`src/rtl/pwr_oc_pkg.sv`:
```
package pwr_oc_pkg;
  // Width of a counter able to hold values 0..limit.
  function automatic int cnt_width(input int limit);
    return (limit < 2) ? 1 : $clog2(limit + 1);
  endfunction
endpackage

```
`src/rtl/oc_glitch_filter.sv`:
```
module oc_glitch_filter #(
  parameter int THRESH = 550,
  parameter int CW     = pwr_oc_pkg::cnt_width(THRESH)
) (
  input  logic clk,
  input  logic rst,
  input  logic tick,
  input  logic armed,   // port power is on
  input  logic oc_n,
  output logic trip
);
  localparam logic [CW-1:0] LAST = CW'(THRESH - 1);

  logic [CW-1:0] cnt_q;
  logic          qual;

  assign qual = armed && !oc_n;
  assign trip = qual && tick && (cnt_q == LAST);

  always_ff @(posedge clk) begin
    if (rst || !qual) begin
      cnt_q <= '0;
    end else if (tick) begin
      cnt_q <= (cnt_q == LAST) ? '0 : cnt_q + 1'b1;
    end
  end
endmodule

```
`src/rtl/port_pwr_ctl.sv`:
```
module port_pwr_ctl #(
  parameter int NUM_PORTS = 7
) (
  input  logic                 clk,
  input  logic                 rst,
  input  logic                 gang_mode,
  input  logic [NUM_PORTS-1:0] trip,
  input  logic [NUM_PORTS-1:0] on_req,
  input  logic [NUM_PORTS-1:0] off_req,
  input  logic [NUM_PORTS-1:0] chg_clr,
  output logic [NUM_PORTS-1:0] pwr_off_q,
  output logic [NUM_PORTS-1:0] status_q,
  output logic [NUM_PORTS-1:0] change_q
);
  logic [NUM_PORTS-1:0] fault, grant, cut;
  logic any_trip, any_chg, any_on, any_off;

  assign any_trip = |trip;
  assign any_chg  = |change_q;
  assign any_on   = |on_req;
  assign any_off  = |off_req;

  always_comb begin
    for (int i = 0; i < NUM_PORTS; i++) begin
      if (gang_mode) begin
        fault[i] = any_trip;
        cut[i]   = any_off;
        grant[i] = any_on && !any_chg;
      end else begin
        fault[i] = trip[i];
        cut[i]   = off_req[i];
        grant[i] = on_req[i] && !change_q[i];
      end
    end
  end

  always_ff @(posedge clk) begin
    if (rst) begin
      pwr_off_q <= '1;
      status_q  <= '0;
      change_q  <= '0;
    end else begin
      for (int i = 0; i < NUM_PORTS; i++) begin
        if (fault[i]) begin
          pwr_off_q[i] <= 1'b1;
          status_q[i]  <= 1'b1;
          change_q[i]  <= 1'b1;
        end else begin
          if (cut[i]) begin
            pwr_off_q[i] <= 1'b1;
          end else if (grant[i]) begin
            pwr_off_q[i] <= 1'b0;
            status_q[i]  <= 1'b0;
          end
          if (chg_clr[i]) change_q[i] <= 1'b0;
        end
      end
    end
  end
endmodule

```
`src/rtl/pwr_oc_mgr.sv`:
```
module pwr_oc_mgr #(
  parameter int NUM_PORTS = 7,
  parameter int THRESH    = 550
) (
  input  logic                 clk,
  input  logic                 rst,
  input  logic                 tick_1us,
  input  logic                 gang_mode,
  input  logic [NUM_PORTS-1:0] oc_n,
  input  logic [NUM_PORTS-1:0] pwr_on_req,
  input  logic [NUM_PORTS-1:0] pwr_off_req,
  input  logic [NUM_PORTS-1:0] oc_chg_clr,
  output logic [NUM_PORTS-1:0] pwr_en_n,
  output logic [NUM_PORTS-1:0] oc_status,
  output logic [NUM_PORTS-1:0] oc_change
);
  localparam int CW = pwr_oc_pkg::cnt_width(THRESH);

  logic [NUM_PORTS-1:0] trip;
  logic [NUM_PORTS-1:0] pwr_off_q;

  generate
    for (genvar g = 0; g < NUM_PORTS; g++) begin : g_filt
      oc_glitch_filter #(.THRESH(THRESH), .CW(CW)) filt_i (
        .clk   (clk),
        .rst   (rst),
        .tick  (tick_1us),
        .armed (!pwr_off_q[g]),
        .oc_n  (oc_n[g]),
        .trip  (trip[g])
      );
    end
  endgenerate

  port_pwr_ctl #(.NUM_PORTS(NUM_PORTS)) ctl_i (
    .clk       (clk),
    .rst       (rst),
    .gang_mode (gang_mode),
    .trip      (trip),
    .on_req    (pwr_on_req),
    .off_req   (pwr_off_req),
    .chg_clr   (oc_chg_clr),
    .pwr_off_q (pwr_off_q),
    .status_q  (oc_status),
    .change_q  (oc_change)
  );

  assign pwr_en_n = pwr_off_q;
endmodule

```
`config.mk`:
```
export PLATFORM = sky130hd
export DESIGN_NAME = pwr_oc_mgr
export DESIGN_NICKNAME = d
export VERILOG_FILES = /design/src/rtl/pwr_oc_pkg.sv /design/src/rtl/oc_glitch_filter.sv /design/src/rtl/port_pwr_ctl.sv /design/src/rtl/pwr_oc_mgr.sv
export SDC_FILE = /design/constraint.sdc
export NUM_CORES = 1
export LEC_CHECK = 0
export ABC_AREA = 1
export BUFFER_PORTS_ARGS = -buffer_cell sky130_fd_sc_hd__buf_4
export CORE_AREA = 2 2 99 101
export DETAILED_ROUTE_END_ITERATION = 8
export DIE_AREA = 0 0 101 103
export PLACE_DENSITY = 0.69
export SLEW_MARGIN = 20
export SYNTH_ARGS = -nofsm -noshare
export SYNTH_HDL_FRONTEND = slang
export SYNTH_SLANG_ARGS = --single-unit
export TNS_END_PERCENT = 100
```
`constraint.sdc`:
```
create_clock -name clk -period 3.1 [get_ports clk]
set_input_delay 0.93 -clock clk [delete_from_list [all_inputs] [get_ports clk]]
set_output_delay 0.93 -clock clk [all_outputs]
set_load 0.02 [all_outputs]
```
==> impl_results.md <==
- Initial antenna violation count: 0
- GP Congestion: between 0.8 and 0.9
- Die W: 101 um
- I/O pin count: 53
- Post-place setup slack: a little over 0.6 ns
- CTS tree: built
- Placed Cells: between 700 and 800
- Slew HR: 0.668
- I/O Buffers: 52
- Clk_lat worst skew: roughly 0.37 ns
- Vias in the first global route: approximately 4000
- Post-Route Setup TNS: 0 ns
- Antenna viol nets, final: 0
- Max-cap violations: 0
- Non-filler cells, final: approximately 810
- Layout Skew: roughly 0.012 ns
- R2r setup slk: about 1.3 ns
- Commonest cells after routing, fill and taps aside: 115 x nand2_1, 108 x nor2_1, 91 x dfxtp_1, 70 x inv_1, 54 x buf_4
- Die area: around 0.010 mm2
- Fill count: between 800 and 900
- Worst path bufs/invs: 3
- CTS Sinks: 91
- Num CTS Buffers: 9
- Area growth from synthesis to layout: 15.0%
- Detailed Routing Iterations Pass 1: 4
- Hold_buf cts: 0
- Core Footprint: ~0.0095 mm2
- Avg Cell Area, Syn: 7.15 um2
- RSZ-0062 raised after global routing: false
- Worst-case clock buffer depth: 2
- Hpwl dp: ~7800 um
- Tot Pwr: ~0.0022 W
- WP data required: about 3.4 ns
- CP top delay family: simple AND/OR/NAND/NOR gates
- Worst slew pin tran: between 0.4 and 0.5 ns
- Root Buffer: clkbuf_8
- Setup-failing EPs final: 0
- Wirelength, routed: slightly above 10000 um
- Avg WL per Cell: 12.6 um
- Drt via density: around 5.1
- F_max: between 0.4 and 0.5 GHz
- Cells after Synth: 640
- Commonest non-fill, non-tap cell in the layout: nand2_1
- Fin crit share: 0.679
- Period minus WS final: approximately 2.1 ns
- Hold/Removal Path Class: reg2reg
- Distinct cells, synth: 32
- Slowest CP cell: inv_2
- Initial core utilization: 0.484
- Num rows: 36
- Antenna cell count: 0
- Startpoint types: input pin
- Critical Path AT: ~2.4 ns
- Layout cells sized above 1: 0.160
- Crit Path Category: in2reg
- Tot GR Track Use: 0.209
- Post-CTS Setup Inserts: 0
- First-pass GRT wire length: roughly 18000 um
- DR iter-0 viols: roughly 150
- Htree depth: 3
- Post-CTS resize count: 0
- Power per cell area: 415 mW/mm2
- Grt ovf: 0
- Critical path fanouts, max: 25
- Final WS setup: roughly 1.0 ns
- Synth Cell Area: approximately 0.0046 mm2
- Vias: about 4100
- Reg area: about 0.0018 mm2
- Register area share after synthesis: 0.398
- Ys Warns: 0
- DRC viols: 0
- Worst path cell trace: buf_4 -> inv_2 -> nor3_1 -> nand3_1 -> nand2_1 -> nor2_1 -> nand2_4 -> nand2_4 -> nand3_1 -> nand2_1 -> inv_1
- Largest net degree at the start of global routing: 26
- Core Util, Final: 0.556
- VDD IR max: between 0.2 and 0.25 mV
- Final Hold Fails: 0
- Slew Limit Fails: 0
- Run status: finished clean
- Reg clk slew, reported paths: approximately 0.080 ns
- Leak Pwr: approximately 2.1 nW
- Area of the multi-input gates: 0.00237 mm2
- Seq cells post-synth: slightly above 90
- Crit. End Element: flip-flop
- Fin nets: between 700 and 800
- Die Span Y: approximately 100 um
- Syn nets: between 600 and 700
- CP peak stage delay: 0.26 ns
## where the power goes
group          switching (W)  leakage [nW]  internal (W)
clock               0.000423        0.0968      0.000456
combinational      0.0000725          1.28     0.0000520
sequential        0.00000757         0.734       0.00117
total               0.000503          2.11       0.00168
## state kept, by name, indices dropped and copies added (netlist names)
signal and flops:
g_filt.filt_i.cnt_q 70, ctl_i.change_q 7, ctl_i.pwr_off_q 7, ctl_i.status_q 7
## Yosys cell counts
cell | number | area share
nand3_2 | 7 | 0.015
inv_1 | 70 | 0.057
ha_1 | 14 | 0.038
nand2_1 | 115 | 0.094
buf_2 | 4 | 0.0044
dfxtp_1 | 91 | 0.40
nand2_2 | 1 | 0.0014
inv_2 | 11 | 0.0090
nand4_1 | 11 | 0.015
buf_6 | 3 | 0.0074
a21oi_1 | 27 | 0.030
clkbuf_1 | 5 | 0.0041
nor3_1 | 40 | 0.044
nor2_2 | 5 | 0.0068
o21ai_0 | 9 | 0.0098
nand2_4 | 2 | 0.0049
nor4_1 | 7 | 0.0096
nor3_2 | 4 | 0.0088
o21bai_1 | 1 | 0.0016
xor2_1 | 16 | 0.031
or2_2 | 13 | 0.018
nor2_1 | 108 | 0.089
a31oi_1 | 2 | 0.0027
o2111a_1 | 2 | 0.0049
nor3b_2 | 2 | 0.0055
clkinv_1 | 1 | 0.00082
and2_1 | 1 | 0.0014
o31ai_1 | 3 | 0.0049
a211oi_1 | 5 | 0.0082
xnor2_1 | 7 | 0.013
nand3_1 | 47 | 0.051
nor3b_1 | 6 | 0.0098
## through the flow
| stage | hold slack (ns) | instance area [um2] |
|---|---|---|
| floorplan | 0.478 | 4570 |
| global route | 0.512 | 5260 |
| CTS | 0.480 | 5260 |
| detailed placement | 0.464 | 5050 |
| finish | 0.482 | 5260 |
| global placement | 0.458 | 5050 |
## cell type report
class / instances / share of cell area
clock inverter: 4 / 0.0143
timing repair buffer: 54 / 0.0771
inverter: 82 / 0.0585
clock buffer: 12 / 0.0257
sequential: 91 / 0.346
tap: 114 / 0.0271
multi-input combinational: 455 / 0.451
## path summary, 6_finish.rpt
kind / end / cells after the start / start
setup reg to reg: ctl_i.status_q[1] / 11 / g_filt[6].filt_i.cnt_q[0]
hold reg to reg: ctl_i.status_q[6] / 2 / ctl_i.status_q[6]
hold / removal: ctl_i.status_q[6] / 2 / ctl_i.status_q[6]
setup / recovery: ctl_i.status_q[1] / 11 / tick_1us
## kinds of logic (layout without fill, tap and decap cells)
kind of cell / Yosys count / count (layout) / synth area share
compound gates: 49 / 49 / 0.0618
xor+xnor: 23 / 23 / 0.0440
fa+ha+maj: 14 / 14 / 0.0383
buf+inv: 94 / 152 / 0.0831
flops: 91 / 91 / 0.398
simple gates: 369 / 369 / 0.374
## per-layer routing
metal / share of wire / track usage
met1: 0.51 / 0.288
met2: 0.44 / 0.324
met3: 0.042 / 0.0522
met4: 0.017 / 0.0634
met5: 0 / 0
## worst reg2reg max path, cell delays in order, from the launching register on
cell	delay, ns
dfxtp_1	0.41
ha_1	0.20
nand2_1	0.06
nor3_1	0.28
nand3_1	0.16
nand2_1	0.10
nor2_2	0.05
nand2_4	0.10
nand2_4	0.13
nand3_1	0.11
nand2_1	0.05
inv_1	0.06
Power figures use the tool's default switching activity.
